===== config.mk =====
export PLATFORM = sky130hd
export DESIGN_NAME = alu4_flags
export DESIGN_NICKNAME = d
export VERILOG_FILES = /design/src/rtl/alu4_flags.sv
export SDC_FILE = /design/constraint.sdc
export NUM_CORES = 1
export LEC_CHECK = 0
export BUFFER_PORTS_ARGS = -buffer_cell sky130_fd_sc_hd__buf_2
export CAP_MARGIN = 20
export CORE_AREA = 2 2 39 41
export DETAILED_ROUTE_END_ITERATION = 10
export DIE_AREA = 0 0 41 43
export GPL_TIMING_DRIVEN = 0
export PLACE_DENSITY = 0.8
export SETUP_SLACK_MARGIN = 0.05
export SYNTH_ARGS = -nofsm -noshare
export SYNTH_HDL_FRONTEND = slang
export SYNTH_SLANG_ARGS = --single-unit

===== constraint.sdc =====
create_clock -name clk -period 2.65 [get_ports clk]
set_input_delay 0.265 -clock clk [delete_from_list [all_inputs] [get_ports clk]]
set_output_delay 0.265 -clock clk [all_outputs]
set_load 0.01 [all_outputs]

===== src/rtl/alu4_flags.sv =====
module alu4_flags #(
  parameter int WIDTH = 4
) (
  input  logic             clk,
  input  logic             rst_n,
  input  logic [2:0]       op_i,
  input  logic [WIDTH-1:0] acc_i,
  input  logic [WIDTH-1:0] opnd_i,
  output logic [WIDTH-1:0] result_o,
  output logic             acc_we_o,
  output logic             cf_we_o,
  output logic             zf_we_o,
  output logic             cf_next_o,
  output logic             zf_next_o,
  output logic             cf_o,
  output logic             zf_o
);
  localparam logic [2:0] OP_LOAD = 3'd1;
  localparam logic [2:0] OP_NAND = 3'd2;
  localparam logic [2:0] OP_ADD  = 3'd3;
  localparam logic [2:0] OP_SUB  = 3'd4;
  localparam logic [2:0] OP_CMP  = 3'd5;

  logic [WIDTH:0] sum_w, diff_w;
  logic           carry_w;

  assign sum_w  = {1'b0, acc_i} + {1'b0, opnd_i};
  assign diff_w = {1'b0, acc_i} - {1'b0, opnd_i};

  always_comb begin
    result_o = acc_i;
    acc_we_o = 1'b0;
    cf_we_o  = 1'b0;
    zf_we_o  = 1'b0;
    carry_w  = 1'b0;
    case (op_i)
      OP_LOAD: begin result_o = opnd_i; acc_we_o = 1'b1; zf_we_o = 1'b1; end
      OP_NAND: begin result_o = ~(acc_i & opnd_i); acc_we_o = 1'b1; zf_we_o = 1'b1; end
      OP_ADD: begin
        result_o = sum_w[WIDTH-1:0]; carry_w = sum_w[WIDTH];
        acc_we_o = 1'b1; cf_we_o = 1'b1; zf_we_o = 1'b1;
      end
      OP_SUB: begin
        result_o = diff_w[WIDTH-1:0]; carry_w = diff_w[WIDTH];
        acc_we_o = 1'b1; cf_we_o = 1'b1; zf_we_o = 1'b1;
      end
      OP_CMP: begin
        result_o = diff_w[WIDTH-1:0]; carry_w = diff_w[WIDTH];
        cf_we_o = 1'b1; zf_we_o = 1'b1;
      end
      default: ;
    endcase
  end

  assign cf_next_o = cf_we_o ? carry_w : cf_o;
  assign zf_next_o = zf_we_o ? (result_o == '0) : zf_o;

  always_ff @(posedge clk or negedge rst_n) begin
    if (!rst_n) begin
      cf_o <= 1'b0;
      zf_o <= 1'b0;
    end else begin
      cf_o <= cf_next_o;
      zf_o <= zf_next_o;
    end
  end


  cf_follow_chk: assert property (@(posedge clk) disable iff (!rst_n)
    1'b1 |=> cf_o == $past(cf_next_o));

  zf_follow_chk: assert property (@(posedge clk) disable iff (!rst_n)
    1'b1 |=> zf_o == $past(zf_next_o));

  hold_chk: assert property (@(posedge clk) disable iff (!rst_n)
    (!cf_we_o && !zf_we_o) |=> ($stable(cf_o) && $stable(zf_o)));

  acc_zero_chk: assert property (@(posedge clk) disable iff (!rst_n)
    acc_we_o |-> (zf_we_o && zf_next_o == (result_o == '0)));

  add_sum_chk: assert property (@(posedge clk) disable iff (!rst_n)
    (op_i == OP_ADD) |-> ({cf_next_o, result_o} == (WIDTH+1)'(acc_i) + (WIDTH+1)'(opnd_i)));

  cmp_keep_chk: assert property (@(posedge clk) disable iff (!rst_n)
    (op_i == OP_CMP) |-> (!acc_we_o && cf_next_o == (opnd_i > acc_i) && zf_next_o == (opnd_i == acc_i)));
endmodule


==> impl_results.md, run 1 <==
- Status: finished, final reports clean
- Final core occ: 54.2%
- Filler Cell Count: around 140
- Antenna Violating Nets Remaining: 0
- FF+latch count, synth: 2
- Final worst setup slack: 0.241 ns
- Slew @ Worst Pin: approximately 0.4 ns
- Worst min-delay path category: input port to asynchronous set/reset pin
- Setup crit start kind: input port
- Number of ports placed on the die boundary: 24
- Tightest hold margin: ~0.36 ns
- Total leakage power: around 0.4 nW
- Clock buffers created by TritonCTS: 3
- Part of the Yosys area used for sequential elements: about 8.5%
- CP Cell Sequence: buf_2 -> ha_1 -> buf_6 -> nor3b_2 -> nor3_1 -> a311o_1 -> a21o_1 -> o41ai_2 -> buf_2
- Number of antenna violations at the first check in global routing: 0
- Comb power frac: between 50% and 60%
- Grt total ovfl: 0
- Post-route clock period utilization: approximately 90%
- Count of final hold-check violations: 0
- Most common library cell in the layout ignoring fill and taps: sky130_fd_sc_hd__buf_2
- Type of the worst setup path: input port to output pin
- Biggest cell delay along the critical path: 0.35 ns
- Post-Route Setup TNS: 0 ns
- Number of buffers added on ports: 22
- Required arrival time at the worst endpoint: ~2.4 ns
- Share of total power consumed by net switching: between 40 and 50%
- Detailed-route DRC error count: 0
- Maximum vdd ir drop: 0.337 mV
- Synthesis Warnings: 0
- Mean post-synth cell area: between 7 and 8 sq um
- Detailed placement HPWL: between 1 and 1.5 mm
- Post-synthesis cell area: a little under 600 sq um
- Cell mode on critical path: sky130_fd_sc_hd__buf_2
- Vias after detailed routing: 671
- CTS tree: done
- Die Area: between 1500 and 2000 sq um
- DRT iter0 DRCs: 41
- Critical Path AT: 2.14 ns
- Slew Limit Headroom: 73.4%
- Count of max-cap constraint violations: 0
- Element type at the critical path end: output pin
- Maximum level of the CTS H-tree: 1
- Master cell of the clock root buffer: sky130_fd_sc_hd__clkbuf_4
- Gate count after technology mapping: 77
- Number of antenna cells inserted: 0
- Die Width: 41 microns
- Area Overhead vs Synth: 27.7%
- Clock Pin Slew Worst Setup and Hold Paths: 0.03 ns
- Share of total power in the clock network: around 28%
- Final Cell Area: around 750 sq um
- Final Max Tran Viols: 0
- Worst setup timing slack at the placement stage: 0.240 ns
- Part of the total power dissipated in sequential elements: around 15%
- Number of nets at the end of the flow: 128
- Net Switching: between 0.0001 and 0.00015 W
- Source-to-sink clock delay at the later pin of the worst-skew pair: 0.23 ns
- Shortest clock period the worst path allows after layout: ~2.4 ns
- Maximum number of pins on one net before global-route repair: 11
- First-pass GRT wire length: about 2.4 mm
- Area inside the core boundary: ~1400 sq um
- Effective utilization at floorplan: 42.5%
- Setup repair after global routing missed its margin: no
- Maximum number of buffers from clock root to sink: 2
- Net count of the mapped netlist: 100
- Detail-routed net length per standard cell: between 10 and 15 microns
- # setup viols final: 0
- Routed WL: between 1 and 1.5 mm
- Sink count of the clock tree: 2
- Peak Freq: about 420 MHz
- Highest-delay cell along the critical path: sky130_fd_sc_hd__a311o_1
- Proportion of layout cells with a drive suffix above 1: a little under a third
- Vertical die dimension: roughly 43 microns
- Average vias per placed instance: approximately 5.6
- Design internal power: ~0.00015 W
- Detailed Routing Iterations Pass 1: 4
- Synth unique cells: 34
- Pwr dens: between 300 and 400 nW/um^2
- Largest fanout on the critical path: 8
- Final setup skew: 0 ns
- Cell area after placement: slightly above 700 sq um
- Core Rows: 14
- Via count of the first global-routing pass: around 600
- All-Layer GR Usage: roughly a fifth
- Routability Congestion: ~0.84
- Highest-count cells in the layout ignoring fill and taps: 24 x sky130_fd_sc_hd__buf_2, 9 x sky130_fd_sc_hd__nor2_1, 8 x sky130_fd_sc_hd__inv_1, 8 x sky130_fd_sc_hd__ha_1, 5 x sky130_fd_sc_hd__o21ai_0
kinds of logic (layout without fill, tap and decap cells):
logic type / Yosys count / after routing / share of synthesized area, %
DFF: 2 / 2 / 8.51
xor gates and xnor gates: 2 / 2 / 2.98
muxes: 2 / 2 / 3.62
buffers and inverters: 12 / 38 / 9.36
and+or+nand+nor: 24 / 24 / 20.8
adders and majority gates: 10 / 10 / 23.8
AOI/OAI and AO/OA: 25 / 25 / 30.9
worst max-delay path: cells and delay by family:
| kind | cells | cell delay, ns |
|---|---|---|
| AO/OA/AOI/OAI | 3 | 0.88 |
| adder cells (fa/ha/maj) | 1 | 0.30 |
| AND/OR/NAND/NOR | 2 | 0.22 |
| buffers and inverters | 3 | 0.46 |
metal layers:
| metal | routed length, microns | track usage, % | share of wire, % |
|---|---|---|---|
| met1 | 639 | 27.6 | 43 |
| met2 | 695 | 28.4 | 47 |
| met3 | 139 | 5.24 | 9.3 |
| met4 | 13 | 6.00 | 0.87 |
| met5 | 0 | 0 | 0 |
path summary, 6_finish.rpt:
kind	from	to	slack [ns]	depth (start not counted)
min in group clk	zf_o	zf_o	0.53	2
hold / removal	rst_n	cf_o	0.36	2
hold reg to reg	zf_o	zf_o	0.53	2
max in group asynchronous	rst_n	zf_o	2.19	2
setup / recovery	acc_i[2]	zf_next_o	0.24	9
setup reg to reg	cf_o	cf_o	1.85	2
cells in the mapped netlist:
cell type                  count  share of area [%]
sky130_fd_sc_hd__a32oi_1       1                1.5
sky130_fd_sc_hd__buf_2         2                1.7
sky130_fd_sc_hd__a22oi_1       2                2.6
sky130_fd_sc_hd__nor2_1        9                5.7
sky130_fd_sc_hd__buf_6         1                1.9
sky130_fd_sc_hd__nand2_1       4                2.6
sky130_fd_sc_hd__ha_1          8                 17
sky130_fd_sc_hd__a21boi_0      1                1.3
sky130_fd_sc_hd__o21ai_0       5                4.3
sky130_fd_sc_hd__fa_1          2                6.8
sky130_fd_sc_hd__a21oi_1       2                1.7
sky130_fd_sc_hd__a21o_1        3                3.8
sky130_fd_sc_hd__nor3b_1       1                1.3
sky130_fd_sc_hd__nor3b_2       1                2.1
sky130_fd_sc_hd__xor2_1        1                1.5
sky130_fd_sc_hd__nand3_1       1               0.85
sky130_fd_sc_hd__a221oi_1      1                1.5
sky130_fd_sc_hd__a21oi_2       1                1.5
sky130_fd_sc_hd__xnor2_1       1                1.5
sky130_fd_sc_hd__a31oi_1       2                2.1
sky130_fd_sc_hd__mux2_2        1                1.9
sky130_fd_sc_hd__nand3b_1      1                1.3
sky130_fd_sc_hd__a311o_1       1                1.7
sky130_fd_sc_hd__clkbuf_1      1               0.64
sky130_fd_sc_hd__o41ai_2       1                2.8
sky130_fd_sc_hd__nor2b_1       4                4.3
sky130_fd_sc_hd__o21a_1        3                3.8
sky130_fd_sc_hd__nand2b_1      1                1.1
sky130_fd_sc_hd__o22ai_1       1                1.1
sky130_fd_sc_hd__dfrtp_1       2                8.5
sky130_fd_sc_hd__o211ai_1      1                1.3
sky130_fd_sc_hd__inv_1         8                5.1
sky130_fd_sc_hd__nor3_1        2                1.7
sky130_fd_sc_hd__mux2i_1       1                1.7
cell type report:
| type | instances | area (sq um) | area share [%] |
|---|---|---|---|
| plain buffers | 4 | 25.0 | 3.33 |
| inverters | 8 | 30.0 | 4.00 |
| clock buffers | 3 | 22.5 | 3.00 |
| well taps | 16 | 20.0 | 2.67 |
| flip-flops and latches | 2 | 50.0 | 6.67 |
| repair buffers | 23 | 120 | 16.0 |
| multi-input cells | 63 | 483 | 64.3 |
registers in the layout, summed over array words and instances (netlist names):
name,count
zf_o,1
cf_o,1
stage by stage:
| step | total power, W | cells |
|---|---|---|
| after global placement | 0.000173 | 115 |
| final | 0.000250 | 119 |
| after CTS | 0.000251 | 119 |
| after global routing | 0.000267 | 119 |
| after detailed placement | 0.000176 | 115 |
| after floorplan | 0.000130 | 77 |
power groups by stage:
stage	Combinational [W]	Sequential, W	Clock [W]
6_report	0.000142	0.0000364	0.0000712
3_5_place_dp	0.000140	0.0000364	0
3_3_place_gp	0.000137	0.0000363	0
2_1_floorplan	0.0000915	0.0000383	0
5_1_grt	0.000158	0.0000367	0.0000727
4_1_cts	0.000141	0.0000361	0.0000735
repair_timing:
action                    CTS  global route
gates resized for setup     0             0
buffers inserted            0             0
hold buffers                1             0
hold endpoints to repair    2             0
Power figures use the tool's default switching activity.
==> run 2, diff against run 1 <==
--- a/config.mk
+++ b/config.mk
@@ -12,6 +12,7 @@
 export DIE_AREA = 0 0 41 43
 export GPL_TIMING_DRIVEN = 0
 export PLACE_DENSITY = 0.8
+export REMOVE_ABC_BUFFERS = 1
 export SETUP_SLACK_MARGIN = 0.05
 export SYNTH_ARGS = -nofsm -noshare
 export SYNTH_HDL_FRONTEND = slang
==> impl_results.md, run 2 (same netlist as run 1, synthesis figures left out) <==
- CP Cell Sequence: buf_2 -> inv_1 -> ha_1 -> nor3b_2 -> nor3_1 -> a311o_1 -> a21o_1 -> o41ai_2 -> buf_2
- Worst min-delay path category: input port to asynchronous set/reset pin
- Cell area after placement: between 600 and 700 sq um
- Most common library cell in the layout ignoring fill and taps: sky130_fd_sc_hd__buf_2
- Die Area: 1760 sq um
- Sink count of the clock tree: 2
- Number of ports placed on the die boundary: 24
- Detailed Routing Iterations Pass 1: 4
- Filler Cell Count: approximately 130
- Number of nets at the end of the flow: about 130
- First-pass GRT wire length: roughly 2.3 mm
- Final Max Tran Viols: 0
- Via count of the first global-routing pass: 569
- Setup crit start kind: input port
- Element type at the critical path end: output pin
- DRT iter0 DRCs: 8
- Setup repair after global routing missed its margin: no
- Biggest regs: cf_o: 1 flops, zf_o: 1 flops
- All-Layer GR Usage: between 10% and 20%
- Area inside the core boundary: 1380 sq um
- Total of cells resized after clock tree synthesis: 0
- Vias after detailed routing: around 630
- Number of antenna cells inserted: 0
- Type of the worst setup path: input port to output pin
- Peak Freq: roughly 410 MHz
- Biggest cell delay along the critical path: ~0.40 ns
- CTS tree: done
- Highest-count cells in the layout ignoring fill and taps: 23 x sky130_fd_sc_hd__buf_2, 9 x sky130_fd_sc_hd__nor2_1, 8 x sky130_fd_sc_hd__inv_1, 8 x sky130_fd_sc_hd__ha_1, 5 x sky130_fd_sc_hd__o21ai_0
- Die Width: about 40 microns
- Maximum number of pins on one net before global-route repair: 15
- Cell mode on critical path: sky130_fd_sc_hd__buf_2
- Routability Congestion: 0.792
- Maximum number of buffers from clock root to sink: 2
- Area of the multi-input gates: between 400 and 500 sq um
- Tightest hold margin: around 0.37 ns
- Required arrival time at the worst endpoint: between 2 and 2.5 ns
- Final Cell Area: 731 sq um
- Maximum level of the CTS H-tree: 1
- Average vias per placed instance: roughly 5.4
- Family with the most delay on the worst path: compound AO/OA/AOI/OAI gates
- Source-to-sink clock delay at the later pin of the worst-skew pair: 0.22 ns
- Count of final hold-check violations: 0
- Proportion of layout cells with a drive suffix above 1: a little under a third
- Master cell of the clock root buffer: sky130_fd_sc_hd__clkbuf_4
- Total leakage power: roughly 0.38 nW
- Clock Pin Slew Worst Setup and Hold Paths: 0.03 ns
- Number of buffers added on ports: 23
- Highest-delay cell along the critical path: sky130_fd_sc_hd__ha_1
- Area Overhead vs Synth: 24.3%
- Clock buffers created by TritonCTS: 3
- Vertical die dimension: approximately 43 microns
- Post-Route Setup TNS: 0 ns
- Maximum vdd ir drop: 0.178 mV
- Slew @ Worst Pin: 0.352 ns
- Slew Limit Headroom: 76.3%
- Final setup skew: 0 ns
- # setup viols final: 0
- Antenna Violating Nets Remaining: 0
- Routed WL: approximately 1.5 mm
- Detailed placement HPWL: 1.19 mm
- Shortest clock period the worst path allows after layout: roughly 2.4 ns
- Pwr dens: between 300 and 400 nW/um^2
- Grt total ovfl: 0
- Status: finished, final reports clean
- Largest fanout on the critical path: 8
- Quantity of hold-fixing buffers added after cts: 1
- Count of max-cap constraint violations: 0
- Core Rows: 14
- Buf/Inv on CP: 3
- Number of setup buffers added after CTS: 0
- Critical Path AT: between 2 and 2.5 ns
- Detailed-route DRC error count: 0
- Number of antenna violations at the first check in global routing: 0
- Post-route clock period utilization: about nine tenths
- Flip-flop and latch area: between 50 and 60 sq um
- Effective utilization at floorplan: a little over two fifths
- Detail-routed net length per standard cell: approximately 13 microns
==> run 2: path summary, 6_finish.rpt <==
path,start,to,slack (ns),cells past startpoint
max,opnd_i[2],zf_next_o,0.23,9
min reg2reg,zf_o,zf_o,0.48,2
min,rst_n,cf_o,0.37,2
max reg2reg,cf_o,cf_o,1.85,2
min in group clk,zf_o,zf_o,0.48,2
max in group asynchronous,rst_n,zf_o,2.18,2
==> run 2: metal layers <==
metal / GRT usage [%] / vias up / wire length (microns)
met5: 0 / - / 0
met4: 2.00 / 0 / 0
met3: 3.14 / 0 / 54
met2: 30.9 / 14 / 718
met1: 26.0 / 295 / 691
li1: - / 319 / -
==> run 2: final cells by class <==
| type | instances | share of cell area (%) |
|---|---|---|
| inverters | 8 | 4.11 |
| clock buffers | 3 | 3.08 |
| repair buffers | 24 | 17.1 |
| flip-flops and latches | 2 | 6.85 |
| multi-input cells | 63 | 66.1 |
| well taps | 16 | 2.74 |
==> run 2: stage by stage <==
step	utilization (%)	worst slack (ns)	instances	power (W)
2_1_floorplan	-	0.549	73	0.000121
3_3_place_gp	50.5	0.259	112	0.000169
3_5_place_dp	50.5	0.231	112	0.000173
4_1_cts	52.8	0.242	116	0.000244
5_1_grt	52.8	0.114	116	0.000264
6_report	52.8	0.227	116	0.000241
==> run 2: report_power, final <==
part | internal (W) | switching (W) | total [W] | leakage [nW]
registers | 0.0000344 | 0.00000194 | 0.0000363 | 0.0260
clock network | 0.0000499 | 0.0000165 | 0.0000664 | 0.0138
logic | 0.0000606 | 0.0000778 | 0.000138 | 0.339
total | 0.000145 | 0.0000963 | 0.000241 | 0.379
